--- config.mk ---
export PLATFORM = sky130hd
export DESIGN_NAME = flash_done_poller
export DESIGN_NICKNAME = d
export VERILOG_FILES = /design/src/rtl/fpoll_pkg.sv /design/src/rtl/fpoll_eval.sv /design/src/rtl/fpoll_budget.sv /design/src/rtl/flash_done_poller.sv
export SDC_FILE = /design/constraint.sdc
export NUM_CORES = 1
export LEC_CHECK = 0
export ABC_CLOCK_PERIOD_IN_PS = 2700
export BUFFER_PORTS_ARGS = -buffer_cell sky130_fd_sc_hd__buf_2
export CELL_PAD_IN_SITES_DETAIL_PLACEMENT = 1
export CELL_PAD_IN_SITES_GLOBAL_PLACEMENT = 1
export CORE_ASPECT_RATIO = 1.25
export CORE_MARGIN = 3
export CORE_UTILIZATION = 35
export CTS_BUF_LIST = sky130_fd_sc_hd__clkbuf_4 sky130_fd_sc_hd__clkbuf_8 sky130_fd_sc_hd__clkbuf_16
export CTS_CLUSTER_DIAMETER = 100
export DETAILED_ROUTE_END_ITERATION = 10
export PLACE_DENSITY_LB_ADDON = 0.1
export SLEW_MARGIN = 20
export SYNTH_ARGS = -nofsm -noshare
export SYNTH_HDL_FRONTEND = slang
export SYNTH_SLANG_ARGS = --single-unit
--- constraint.sdc ---
create_clock -name clk -period 2.7 [get_ports clk]
set_clock_uncertainty 0.1 [all_clocks]
set_input_delay 0.27 -clock clk [delete_from_list [all_inputs] [get_ports clk]]
set_output_delay 0.27 -clock clk [all_outputs]
set_load 0.02 [all_outputs]
--- src/rtl/fpoll_pkg.sv ---
package fpoll_pkg;
  typedef enum logic [1:0] {M_DBAR = 2'd0, M_TOGGLE = 2'd1, M_PIN = 2'd2, M_PIN_ALT = 2'd3} mode_e;
  typedef enum logic [1:0] {PH_A, PH_B, PH_C, PH_D} phase_e;
  typedef enum logic [1:0] {V_PASS, V_FAIL, V_AGAIN, V_STEP} verdict_e;

  localparam int BIT_DONE = 7;
  localparam int BIT_TOG  = 6;
  localparam int BIT_TMO  = 5;
  localparam logic [7:0] RESET_CMD = 8'hF0;

  function automatic logic dbar_ok(input logic [7:0] d, input logic exp7);
    return d[BIT_DONE] == exp7;
  endfunction

  function automatic logic tog_moved(input logic a, input logic b);
    return a ^ b;
  endfunction

  function automatic logic is_pin_mode(input logic [1:0] m);
    return m[1];
  endfunction
endpackage

--- src/rtl/fpoll_eval.sv ---
module fpoll_eval
  import fpoll_pkg::*;
(
  input  logic [1:0] mode_i,
  input  phase_e     phase_i,
  input  logic [7:0] data_i,
  input  logic       exp7_i,
  input  logic       prev_tog_i,
  output verdict_e   verdict_o,
  output phase_e     phase_nxt_o
);
  logic match, moved, tmo;

  assign match = dbar_ok(data_i, exp7_i);
  assign moved = tog_moved(prev_tog_i, data_i[BIT_TOG]);
  assign tmo   = data_i[BIT_TMO];

  always_comb begin
    verdict_o   = V_STEP;
    phase_nxt_o = phase_i;
    if (mode_i == M_TOGGLE) begin
      case (phase_i)
        PH_A: begin verdict_o = V_STEP; phase_nxt_o = PH_B; end
        PH_B: begin
          if (!moved)   verdict_o = V_PASS;
          else if (tmo) begin verdict_o = V_STEP; phase_nxt_o = PH_C; end
          else          begin verdict_o = V_AGAIN; phase_nxt_o = PH_A; end
        end
        PH_C: begin verdict_o = V_STEP; phase_nxt_o = PH_D; end
        default: verdict_o = moved ? V_FAIL : V_PASS;
      endcase
    end else begin
      if (phase_i == PH_A) begin
        if (match)    verdict_o = V_PASS;
        else if (tmo) begin verdict_o = V_STEP; phase_nxt_o = PH_C; end
        else          verdict_o = V_AGAIN;
      end else begin
        verdict_o = match ? V_PASS : V_FAIL;
      end
    end
  end
endmodule

--- src/rtl/fpoll_budget.sv ---
module fpoll_budget #(
  parameter int MAX_POLLS = 1024,
  localparam int CW = $clog2(MAX_POLLS + 1)
) (
  input  logic          clk,
  input  logic          rst_n,
  input  logic          clr_i,
  input  logic          inc_i,
  output logic [CW-1:0] count_o,
  output logic          last_o
);
  logic [CW-1:0] cnt;

  always_ff @(posedge clk or negedge rst_n) begin
    if (!rst_n)                                cnt <= '0;
    else if (clr_i)                            cnt <= '0;
    else if (inc_i && cnt != CW'(MAX_POLLS))   cnt <= cnt + 1'b1;
  end

  assign count_o = cnt;
  assign last_o  = (cnt == CW'(MAX_POLLS - 1));
endmodule

--- src/rtl/flash_done_poller.sv ---
module flash_done_poller
  import fpoll_pkg::*;
#(
  parameter int AW = 22,
  parameter int DW = 16,
  parameter int MAX_POLLS = 1024,
  localparam int CW = $clog2(MAX_POLLS + 1)
) (
  input  logic          clk,
  input  logic          rst_n,
  input  logic          start_i,
  input  logic [AW-1:0] start_addr_i,
  input  logic [DW-1:0] start_data_i,
  input  logic [1:0]    start_mode_i,
  input  logic          rdy_busy_i,
  output logic          bus_req_valid_o,
  input  logic          bus_req_ready_i,
  output logic          bus_req_write_o,
  output logic [AW-1:0] bus_req_addr_o,
  output logic [DW-1:0] bus_req_wdata_o,
  input  logic          bus_rsp_valid_i,
  input  logic [DW-1:0] bus_rsp_data_i,
  output logic          done_o,
  output logic          pass_o,
  output logic          fail_o,
  output logic          busy_o
);
  typedef enum logic [2:0] {S_IDLE, S_REQ, S_RSP, S_PIN, S_RSTWR, S_DONE} state_e;

  state_e        st;
  logic [AW-1:0] addr_q;
  logic          exp7_q, tog_q, pass_q, fail_q;
  logic [1:0]    mode_q;
  phase_e        ph_q, ph_nxt;
  verdict_e      verdict;

  // named events
  logic start_take, rd_fire, wr_fire, rsp_take, budget_inc, budget_last, give_up;
  logic [CW-1:0] poll_count;

  assign start_take = (st == S_IDLE) && start_i;
  assign rd_fire    = (st == S_REQ) && bus_req_ready_i;
  assign wr_fire    = (st == S_RSTWR) && bus_req_ready_i;
  assign rsp_take   = (st == S_RSP) && bus_rsp_valid_i;
  assign budget_inc = (rsp_take && verdict == V_AGAIN) || ((st == S_PIN) && !rdy_busy_i);
  assign give_up    = budget_inc && budget_last;

  fpoll_eval u_eval (
    .mode_i      (mode_q),
    .phase_i     (ph_q),
    .data_i      (bus_rsp_data_i[7:0]),
    .exp7_i      (exp7_q),
    .prev_tog_i  (tog_q),
    .verdict_o   (verdict),
    .phase_nxt_o (ph_nxt)
  );

  fpoll_budget #(.MAX_POLLS(MAX_POLLS)) u_budget (
    .clk     (clk),
    .rst_n   (rst_n),
    .clr_i   (start_take),
    .inc_i   (budget_inc),
    .count_o (poll_count),
    .last_o  (budget_last)
  );

  always_ff @(posedge clk or negedge rst_n) begin
    if (!rst_n) begin
      st     <= S_IDLE;
      addr_q <= '0;
      exp7_q <= 1'b0;
      mode_q <= 2'd0;
      ph_q   <= PH_A;
      tog_q  <= 1'b0;
      pass_q <= 1'b0;
      fail_q <= 1'b0;
    end else begin
      case (st)
        S_IDLE: if (start_i) begin
          addr_q <= start_addr_i;
          exp7_q <= start_data_i[BIT_DONE];
          mode_q <= start_mode_i;
          ph_q   <= PH_A;
          pass_q <= 1'b0;
          fail_q <= 1'b0;
          st     <= is_pin_mode(start_mode_i) ? S_PIN : S_REQ;
        end
        S_REQ: if (rd_fire) st <= S_RSP;
        S_RSP: if (bus_rsp_valid_i) begin
          tog_q <= bus_rsp_data_i[BIT_TOG];
          ph_q  <= ph_nxt;
          case (verdict)
            V_PASS:  begin pass_q <= 1'b1; st <= S_DONE; end
            V_FAIL:  st <= S_RSTWR;
            V_AGAIN: st <= give_up ? S_RSTWR : S_REQ;
            default: st <= S_REQ;
          endcase
        end
        S_PIN: begin
          if (rdy_busy_i)   begin pass_q <= 1'b1; st <= S_DONE; end
          else if (give_up) st <= S_RSTWR;
        end
        S_RSTWR: if (wr_fire) begin fail_q <= 1'b1; st <= S_DONE; end
        default: st <= S_IDLE;
      endcase
    end
  end

  assign bus_req_valid_o = (st == S_REQ) || (st == S_RSTWR);
  assign bus_req_write_o = (st == S_RSTWR);
  assign bus_req_addr_o  = addr_q;
  assign bus_req_wdata_o = (st == S_RSTWR) ? DW'(RESET_CMD) : '0;
  assign done_o = (st == S_DONE);
  assign pass_o = pass_q;
  assign fail_o = fail_q;
  assign busy_o = (st != S_IDLE);
endmodule

; ---- Word-level counts from Yosys, hierarchy flattened
; Cells that the tools add are included.
[classes]
mul = 0
div = 0
eq_ne = 25
shifts = 0
bitwise_logic = 1
addsub = 1
n_mux = 38
n_reduce_logical = 26
order_cmp = 0
[ops]
columns = cell, n
row1 = 2-bit two-way mux, 13
row2 = 11-bit two-way mux, 2
row3 = 3-bit two-way mux, 7
row4 = 3-bit case mux with 5 select lines, 1
row5 = "11-bit by 1-bit adder with 11-bit output, second input constant", 1
row6 = "11-bit by 10-bit == test with 1-bit output, second input constant", 1
row7 = "11-bit != test, second input constant", 1
row8 = 5-bit AND reduction, 2
row9 = 3-bit case mux with 3 select lines, 1
row10 = 1-bit logical AND, 8
row11 = 1-bit two-way mux, 8
row12 = 8-bit two-way mux, 1
row13 = "2-bit != test, second input constant", 4
row14 = 2-bit case mux with 2 select lines, 2
row15 = 8-bit AND reduction, 1
row16 = "2-bit by 1-bit == test with 1-bit output, second input constant", 3
row17 = "3-bit by 2-bit == test with 1-bit output, second input constant", 2
row18 = "3-bit == test, second input constant", 2
row19 = "3-bit != test, second input constant", 2
row20 = 2-bit case mux with 3 select lines, 1
row21 = 2-bit nonzero test, 3
row22 = 3-bit nonzero test, 2
row23 = "2-bit == test, second input constant", 2
row24 = 2-bit zero test, 2
row25 = 16 further kinds, 19
[word_totals]
ramBits = 0
rom_bits = 0
elab_cells = 100
latchBits = 0
out_inout_bits = 44
regBits = 44
n_memories = 0
inputBits = 62

; ---- Logic depth before layout (Yosys ltp)
; Gate-level depths: netlist (run 1).
[depth]
depth_word = 12
mapped_depth = 8

; ---- Cells and area by module
; Synthesis (run 1) repeated with hierarchy kept, for this count alone.
[unflattened]
hier_cells = 222
area_unflattened_um2 = 2484.9
[modules_own_cells]
columns = mod, n_inst, area_per_inst_um2, seq_area_each_um2, cells_per_inst
row1 = flash_done_poller, 1, 1729.2, 825.8, 140
row2 = fpoll_budget, 1, 630.6, 275.3, 67
row3 = fpoll_eval, 1, 125.1, 0.0, 15

; ---- Worst setup path after synthesis (run 1)
; OpenSTA, ideal clock, no wires.
[synth_path]
kind = register to output
startpoint = register st[0]
endpoint = output port bus_req_wdata_o[4]
required_ns = 2.330
stages_incl_launch_ff = 5
path_buffers = 3
arrival_time_ns = 1.913
path_slack_ns = 0.417
path_cell_list = dfrtp_1 -> buf_2 -> buf_1 -> nor3b_1 -> buf_4
[synth_via]
elab_chain_len = 2
[synth_lines]
columns = element, line_no
row1 = "start, declared", flash_done_poller.sv:30  ; state_e st;
row2 = "start signal, assigned", flash_done_poller.sv:86  ; st <= is_pin_mode(start_mode_i) ? S_PIN : S_REQ;
row3 = "start signal, assigned", flash_done_poller.sv:95  ; V_AGAIN: st <= give_up ? S_RSTWR : S_REQ;
row4 = 3-bit == test, n/a
row5 = named net bus_req_write_o, flash_done_poller.sv:18  ; output logic bus_req_write_o,
row6 = 8-bit two-way mux, flash_done_poller.sv:112  ; assign bus_req_wdata_o = (st == S_RSTWR) ? DW'(RESET_CMD) : '0;
row7 = "end, declared", flash_done_poller.sv:20  ; output logic [DW-1:0] bus_req_wdata_o,
; The timed path passes the listed nets, and every way through them passes these cells.

; ---- Worst setup path in the final report (run 1)
[layout_path]
startpoint = register ph_q[1]
endpoint = register u_budget.cnt[9], in the netlist u_budget.count_o[9]
[layout_via]
elab_chain_len = 9
elab_cells_between_ends = 12
[layout_lines]
columns = element, line_no
row1 = "start, declared", flash_done_poller.sv:34  ; phase_e ph_q, ph_nxt;
row2 = "start signal, assigned", flash_done_poller.sv:91  ; ph_q <= ph_nxt;
row3 = 2-bit == test / 2-bit zero test (equally long branches), "fpoll_eval.sv:22, fpoll_eval.sv:33"
row4 = 2-bit OR reduction (no line), n/a
row5 = 2-bit case mux with 2 select lines, fpoll_eval.sv:22  ; case (phase_i)
row6 = 2-bit two-way mux (*), fpoll_eval.sv:21  ; if (mode_i == M_TOGGLE) begin
row7 = 2-bit == test (*), flash_done_poller.sv:45  ; assign budget_inc = (rsp_take && verdict == V_AGAIN) || ((st == S_PIN) && !rdy_busy_i);
row8 = 1-bit logical AND (*), flash_done_poller.sv:45
row9 = 1-bit logical OR (*), flash_done_poller.sv:45
row10 = 1-bit logical AND (*), fpoll_budget.sv:17  ; else if (inc_i && cnt != CW'(MAX_POLLS)) cnt <= cnt + 1'b1;
row11 = 2-bit nonzero test (no line) (*), n/a
row12 = "end signal, assigned", fpoll_budget.sv:17
row13 = "end, declared", fpoll_budget.sv:12  ; logic [CW-1:0] cnt;
; Mark *: on every way between the ends. The rest lies on a longest branch, timed or not.
; A chain may end at the register's enable or synchronous reset.

==> impl_metrics.toml, run 1 <==
[run_status]
outcome = "complete, no violations"

[logic_synthesis]
avgSynthCellArea_sq_um = 8.43
yosysWarnings = 0
syn_inst = 314
async_flop_share_pct = 100
synthTopCellsByArea = "dfrtp_1 (42%), nand2_1 (13%), buf_4 (4.5%)"
synthFlopType = "dfrtp_1"
synthesis.area_sq_um = 2650
synth_edf_count = 0
synth_top_area_share_pct = 41.6
ys_types = 53
yosys.area.top_type = "dfrtp_1"
synth-seq-cells = 44
ys_seq_area_share_pct = 41.6

[setup_path]
worstPathCellList = "inv_1, ha_1, inv_2, o311a_1, a2111oi_4, buf_4, mux2_2, nand3_1"
cp-end-kind = "register"
start_kind = "register"
arrival_ns = 2.50
slowest_delay_ns = 0.40
cp_max_fo = 21
critical_path.slowest_cell = "dfrtp_1"
critical_path_class = "reg -> reg"
ff2ff_path_depth = 8
cp.required_ns = 2.83

[power]
comb_power_share_pct = 48.8
p_clk_share_pct = 17.9
p_leak_nw = 1.58
p_sw_share_pct = 43.0
p_sw_w = 0.00143
p_int_w = 0.00189
pwr_density_cell_nw_per_um2 = 1050
p_total_w = 0.00331
seqPwrFrac_pct = 33.3
irDropWorstVdd_v = 0.000430

[global_routing]
grt_pass1_vias = 2505
overflow = 0
grt_max_degree = 43
grt_use_total_pct = 16.4
antenna_found_initial = 0
grt_pass1_wl_microns = 11600

[floorplan]
die_area_sq_um = 8650
io_pins = 106
rows = 34
fp.dieW_microns = 83.8
fp.coreArea_sq_um = 7150
die_y_microns = 103
start_util_pct = 37.0

[place]
dpl_cell_area_sq_um = 3010
port_buffers = 65
hpwl_microns = 5090
place_congestion = 0.735

[clocking]
max-clock-path-buffers = 2
path_clk_slew_ns = 0.09
clock-sinks = 44
post-cts-setup-buffers = 0
cts_resized = 0
cts.htree.levels = 2
clock_latency_ns = 0.29
cts_tree = "yes"
cts_buffers = 5
clock-root-buffer = "clkbuf_8"

[timing]
period_needed_ns = 2.37
fin_crit_sh_pct = 87.9
hold_viol = 0
clock.fmax_mhz = 421
slew_headroom_pct = 56.6
setup_viol = 0
drv_slew = 0
holdWs_ns = 0.0599
setup_tns_ns = 0
worst_pin_slew_ns = 0.649
rsz0062_at_grt = "no"

[detailed_routing]
num_vias = 2387
wl_per_cell_microns = 14.8
drtIter0Drc = 50
via_per_inst = 5.12
firstDrtPassIters = 4
drtAntennaViolNets = 0
drc = 0
wl_microns = 6870

[layout]
utilization_pct = 44.1
antennaDiodeCount = 0
fin_nets = 444
drive_gt1_share_pct = 24.5
area_growth_pct = 19.1
stdcell_area_sq_um = 3150

[flow_run]
drv_cap = 0

[worst_hold_path]
hold_path.class = "in -> reg"
holdPathStages = 3
[layout make-up]
cell class                      instances  area, sq um
Fill cell                             919         3990
Multi-Input combinational cell        238         1360
Sequential cell                        44         1100
Timing Repair Buffer                   77          418
Tap cell                               90          113
Clock buffer                            5         68.8
Clock inverter                          2         60.1
Inverter                               10         37.5
[registers in the layout, indices dropped and copies added (netlist names)]
| name | cells |
|---|---|
| st | 3 |
| mode_q | 2 |
| pass_o | 1 |
| ph_q | 2 |
| fail_o | 1 |
| tog_q | 1 |
| bus_req_addr_o | 22 |
| u_budget.count_o | 11 |
| exp7_q | 1 |
[cells by family after synthesis]
kind of cell               count (synthesis)  synth area share [%]
muxes                                      6                  2.51
AOI/OAI and AO/OA                         47                  14.2
and+or+nand+nor                          164                  28.7
adders and majority gates                  6                  2.84
xor gates and xnor gates                   3                 0.993
DFF                                       44                  41.6
other                                      1                 0.142
buffers and inverters                     43                  9.08
[what timing repair did]
| item | CTS | global route |
|---|---|---|
| hold buffers | 1 | 0 |
| setup endpoints to repair | 0 | 0 |
| hold endpoints to repair | 44 | 0 |
[critical path: cells and delay by family (launching register included)]
family | cells | cell delay [ns]
AO/OA/AOI/OAI | 2 | 0.66
buffers and inverters | 3 | 0.44
flip-flops | 1 | 0.40
AND/OR/NAND/NOR | 1 | 0.07
adder cells (fa/ha/maj) | 1 | 0.27
multiplexers | 1 | 0.36
[synthesized netlist by cell type, types with 2 or more instances]
master / number
o311a_1: 4
nor3b_1: 3
nand3_1: 11
buf_1: 2
xnor2_1: 3
and3_1: 4
nand2b_1: 2
buf_2: 8
or4_1: 2
nor3_1: 13
nand2_1: 94
o21a_1: 2
o211a_1: 2
mux2_2: 5
clkbuf_1: 5
nor4_1: 2
nor2b_1: 6
inv_1: 9
a31oi_1: 3
ha_1: 6
o211ai_1: 10
nor2_1: 13
a21oi_1: 6
nand4_1: 6
buf_4: 16
o21ai_0: 5
dfrtp_1: 44
a22o_1: 2
a211oi_1: 2
[worst paths after layout]
kind                                         start                   to  slack (ns)
worst max-delay path                       ph_q[1]  u_budget.count_o[9]        0.33
worst min-delay path               start_addr_i[9]    bus_req_addr_o[9]        0.06
worst max register to register             ph_q[1]  u_budget.count_o[9]        0.33
worst min register to register  bus_req_addr_o[17]   bus_req_addr_o[17]        0.37
max in group asynchronous                    rst_n    bus_req_addr_o[2]        1.87
min in group asynchronous                    rst_n                st[0]        0.39
[stage by stage]
step                      instances  setup slack (ns)
after floorplan                 325             0.417
after global placement          458             0.371
after detailed placement        458             0.343
after CTS                       466             0.314
after global routing            466             0.163
final                           466             0.326
[power groups by stage]
| stage | combinational, W | clock, W | sequential (W) |
|---|---|---|---|
| floorplan | 0.000976 | 0 | 0.00128 |
| detailed placement | 0.00165 | 0 | 0.00112 |
| global route | 0.00182 | 0.000640 | 0.00115 |
| CTS | 0.00165 | 0.000617 | 0.00111 |
| global placement | 0.00160 | 0 | 0.00111 |
| finish | 0.00162 | 0.000594 | 0.00110 |
[per-layer routing]
layer / up-vias / global-route usage, % / part of all wire (%)
met3: 6 / 3.88 / 5.7
met4: 0 / 4.08 / 0.96
li1: 1173 / - / -
met1: 1148 / 18.9 / 43
met5: - / 0 / 0
met2: 60 / 30.8 / 51
[cells in the final DEF, fill, tap and decap left out, types with 4 or more instances in the layout]
cell type,n
nand2_1,94
buf_2,65
dfrtp_1,44
nor3_1,13
nor2_1,13
conb_1,12
nand3_1,11
buf_4,11
o211ai_1,10
inv_1,9
a21oi_1,6
nor2b_1,6
nand4_1,6
ha_1,6
o21ai_0,5
mux2_2,5
clkbuf_8,5
and3_1,4
o311a_1,4
No activity file was read; power rests on OpenSTA's default activity.
==> run 2: changes to the inputs <==
- SETUP_SLACK_MARGIN: not set -> 0.4
==> impl_metrics.toml, run 2 (synthesized netlist as in run 1, its figures left out) <==
[run_status]
outcome = "complete, no violations"

[place]
port_buffers = 65
hpwl_microns = 5090
place_congestion = 0.735
dp_slack_ns = 0.343
dp.cells = 458

[setup_path]
crit_family = "compound AO/OA/AOI/OAI gates"
reg2reg_to = "u_budget.count_o[9]"
regToRegStartpoint = "ph_q[0]"
ff2ff_path_depth = 7
start_kind = "register"
cp_max_fo = 6
critical_path_class = "reg -> reg"
critical_path.slowest_cell = "a2111oi_4"
worstPathCellList = "ha_1, a21oi_2, o211ai_1, a2111oi_4, buf_6, mux2_2, nand3_1"
slowest_delay_ns = 0.47
path_depth = 7
timing.reg2reg.setup_slack_ns = 0.45
cp.required_ns = 2.83
cp-end-kind = "register"
path_buf_inv = 1
arrival_ns = 2.38

[layout]
most-common-layout-cells = "nand2_1 (94), buf_2 (66), dfrtp_1 (43)"
fin_cells = 470
drive_gt1_share_pct = 27.6
largest_reg_flops = 22
antennaDiodeCount = 0
final_common_cell = "nand2_1"
fin_nets = 448
fillers = 904
area_growth_pct = 23.0

[worst_hold_path]
hold_path.class = "in -> reg"
hp-start = "start_addr_i[9]"
holdPathStages = 3
min_to = "bus_req_addr_o[9]"

[power]
seqPwrFrac_pct = 32.7
p_sw_w = 0.00147
irDropWorstVdd_v = 0.000433
p_int_w = 0.00194
p_sw_share_pct = 43.1
p_leak_nw = 1.62
comb_power_share_pct = 49.7
p_clk_share_pct = 17.6
pwr_density_cell_nw_per_um2 = 1050

[detailed_routing]
wl_microns = 7140
num_vias = 2429
drtAntennaViolNets = 0
drtIter0Drc = 62
via_per_inst = 5.17
drc = 0
wl_per_cell_microns = 15.2
firstDrtPassIters = 4

[floorplan]
rows = 34
die_area_sq_um = 8650
die_y_microns = 103
start_util_pct = 37.0
fp.dieW_microns = 83.8
io_pins = 106
fp.coreArea_sq_um = 7150

[global_routing]
grt_pass1_wl_microns = 11900
grt_max_degree = 43
met2_usage_pct = 31.8
overflow = 0
grt_use_total_pct = 16.8
use_met1_pct = 19.4
grt_pass1_vias = 2537
grt.busiest_layer = "met2"
antenna_found_initial = 0
grt.met3_usage_pct = 3.88

[timing]
worst_pin_slew_ns = 0.660
period_needed_ns = 2.25
postLayoutSetupSlackWorst_ns = 0.448
fin_crit_sh_pct = 83.4
clock.fmax_mhz = 444
setup_viol = 0
rsz0062_at_grt = "yes"
setup_tns_ns = 0
hold_viol = 0
slew_headroom_pct = 55.8
drv_slew = 0

[flow_run]
drv_cap = 0

[clocking]
clock_latency_ns = 0.29
cts_tree = "yes"
clock-sinks = 44
max-clock-path-buffers = 2
path_clk_slew_ns = 0.09
cts_buffers = 5
cts.htree.levels = 2
clock-root-buffer = "clkbuf_8"
## run 2: power by group through the flow
stage	Combinational (W)	Clock [W]	Sequential, W
after floorplan	0.000976	0	0.00128
after global placement	0.00160	0	0.00111
after detailed placement	0.00165	0	0.00112
after CTS	0.00167	0.000617	0.00111
after global routing	0.00190	0.000640	0.00116
final	0.00169	0.000598	0.00111
## run 2: how the worst max path moves through the flow
stage                     startpoint                   to  slack (ns)
after floorplan                st[0]   bus_req_wdata_o[4]        0.42
after global placement       ph_q[1]  u_budget.count_o[9]        0.37
after detailed placement     ph_q[1]  u_budget.count_o[9]        0.34
after CTS                    ph_q[0]  u_budget.count_o[9]        0.40
after global routing         ph_q[1]  u_budget.count_o[9]        0.30
final                        ph_q[0]  u_budget.count_o[9]        0.45
## run 2: final cells by class
cell class	count	area [sq um]	share of cell area [%]
Multi-Input combinational cell	238	1410	43.4
Clock buffer	5	68.8	2.11
Sequential cell	44	1100	33.9
Inverter	10	37.5	1.15
Timing Repair Buffer	81	462	14.2
Clock inverter	2	60.1	1.84
Tap cell	90	113	3.46
## run 2: tightest hold or removal path, cell delays in order
cell and delay (ns):
buf_2 0.07, nand2_1 0.04, nand2_1 0.04
## run 2: metrics by stage
step                      util [%]  cell area [sq um]  hold WS, ns  total power (W)
after floorplan                  -               2690       -0.126          0.00225
after global placement        42.2               3010        0.188          0.00271
after detailed placement      42.2               3010        0.187          0.00277
after CTS                     44.7               3190       0.0525          0.00340
after global routing          45.6               3260       0.0501          0.00369
final                         45.6               3260       0.0598          0.00340
## run 2: routing by layer
layer	vias to the layer above	wire length [microns]
met1	1177	3010
met2	60	3680
met4	0	66
li1	1186	-
met3	6	380
met5	-	0
## run 2: repair_timing
action                                  in CTS  in global routing
setup buffers                                2                  1
endpoints found under the setup margin       3                 12
gates resized for setup                      2                 13
hold endpoints to repair                    44                  0
gates cloned                                 1                  0
pin swaps                                    1                  4
hold buffers                                 1                  0
==> run 3: changes to the inputs <==
- ABC_CLOCK_PERIOD_IN_PS: 2700 -> 1800
- CORE_UTILIZATION: 35 -> 31
- clock period: 2.7 -> 1.8 ns (I/O delays scaled with it)
==> impl_metrics.toml, run 3 (synthesized netlist as in run 1, its figures left out) <==
[run_status]
outcome = "finished, violations left"
violations = "negative setup slack"

[setup_path]
arrival_ns = 2.25
ff2ff_path_depth = 8
cp.required_ns = 1.89
start_kind = "register"
cp_max_fo = 6
reg2reg_to = "u_budget.count_o[4]"
timing.reg2reg.setup_slack_ns = -0.36
critical_path_class = "reg -> reg"
crit_start = "ph_q[0]"
cp-end-kind = "register"
regToRegStartpoint = "ph_q[0]"

[floorplan]
die_area_sq_um = 9690
rows = 37
io_pins = 106
start_util_pct = 31.9
die_y_microns = 109
fp.dieW_microns = 88.6
fp.coreArea_sq_um = 8290

[worst_hold_path]
hp-start = "bus_rsp_data_i[6]"
hold_path.class = "in -> reg"
holdPathStages = 2
min_to = "tog_q"

[global_routing]
grt_pass1_vias = 3063
grt_use_total_pct = 20.1
grt_max_degree = 29
grt_pass1_wl_microns = 15000
antenna_found_initial = 0
overflow = 0

[power]
p_leak_nw = 2.23
pwr_density_cell_nw_per_um2 = 1470
irDropWorstVdd_v = 0.000702
p_total_w = 0.00676

[detailed_routing]
drc = 0
wl_per_cell_microns = 16.5
drtIter0Drc = 75
firstDrtPassIters = 5
wl_microns = 9480
via_per_inst = 4.96
drtAntennaViolNets = 0
num_vias = 2846

[timing]
rsz0062_at_grt = "yes"
fin_crit_sh_pct = 120
period_needed_ns = 2.16
holdWs_ns = 0.0194
drv_slew = 0
clock.fmax_mhz = 464
postLayoutSetupSlackWorst_ns = -0.355
setup_viol = 19
hold_viol = 0

[flow_run]
drv_cap = 0

[clocking]
cts.htree.levels = 2
clock_latency_ns = 0.31
path_clk_slew_ns = 0.10
clock-root-buffer = "clkbuf_8"
cts_buffers = 5
max-clock-path-buffers = 2
cts_tree = "yes"
clock-sinks = 44

[layout]
fin_cells = 574
antennaDiodeCount = 0
area_growth_pct = 73.6
most-common-layout-cells = "buf_2 (57), buf_4 (55), nand2_1 (52)"
final_common_cell = "buf_2"
largest_reg_flops = 22
fin_nets = 544
drive_gt1_share_pct = 50.7

[place]
dp.cells = 506
port_buffers = 65
place_congestion = 0.774
hpwl_microns = 5960
==> run 3: worst max-delay path, cell delays in order, from the launching register on <==
cell       delay (ns)
dfrtp_2          0.45
inv_4            0.06
ha_4             0.18
o21bai_4         0.14
o211ai_1         0.17
a2111oi_4        0.42
buf_4            0.21
nor2_2           0.04
a311o_1          0.26
==> run 3: worst max-delay path by stage <==
| stage | end | slack (ns) | cells after the start |
|---|---|---|---|
| 6_report | u_budget.count_o[4] | -0.36 | 8 |
| 5_1_grt | u_budget.count_o[4] | -0.44 | 8 |
| 4_1_cts | u_budget.count_o[4] | -0.37 | 8 |
| 3_5_place_dp | u_budget.count_o[4] | -0.35 | 8 |
| 3_3_place_gp | u_budget.count_o[9] | -0.30 | 8 |
| 2_1_floorplan | u_budget.count_o[4] | -0.22 | 8 |
==> run 3: cell type report <==
class	count	area, sq um
inverters	10	42.5
multi-input cells	239	1770
clock inverters	2	16.3
well taps	97	121
repair buffers	176	1460
fillers	961	3690
clock buffers	6	76.3
flip-flops and latches	44	1100
==> run 3: report_power, final <==
group | internal [W] | switching (W)
Clock | 0.000292 | 0.000394
Combinational | 0.00216 | 0.00224
Sequential | 0.00138 | 0.000304
==> run 3: through the flow <==
step                setup TNS [ns]  utilization (%)  setup WS, ns  cell area (sq um)
floorplan                    -1.56                -        -0.216               2820
global placement             -3.69             40.8        -0.298               3380
detailed placement           -4.61             40.8        -0.350               3380
CTS                          -4.58             52.3        -0.368               4340
global route                 -6.32             55.4        -0.442               4590
finish                       -4.45             55.4        -0.355               4590
==> run 3: routing by layer <==
metal	wire [microns]	vias to the layer above	part of all wire (%)	track usage [%]
met5	0	-	0	0
met4	108	0	1.1	5.72
met3	344	9	3.6	3.82
met2	5070	56	53	35.8
met1	3960	1397	42	24.2
li1	-	1384	-	-
==> run 3: what timing repair did <==
action / 4_1_cts / 5_1_grt
pin swaps: 39 / 26
endpoints found under the hold margin: 40 / 0
hold buffers: 25 / 0
setup endpoints to repair: 52 / 52
setup buffers: 29 / 3
gates resized for setup: 96 / 49
cloned: 2 / 1
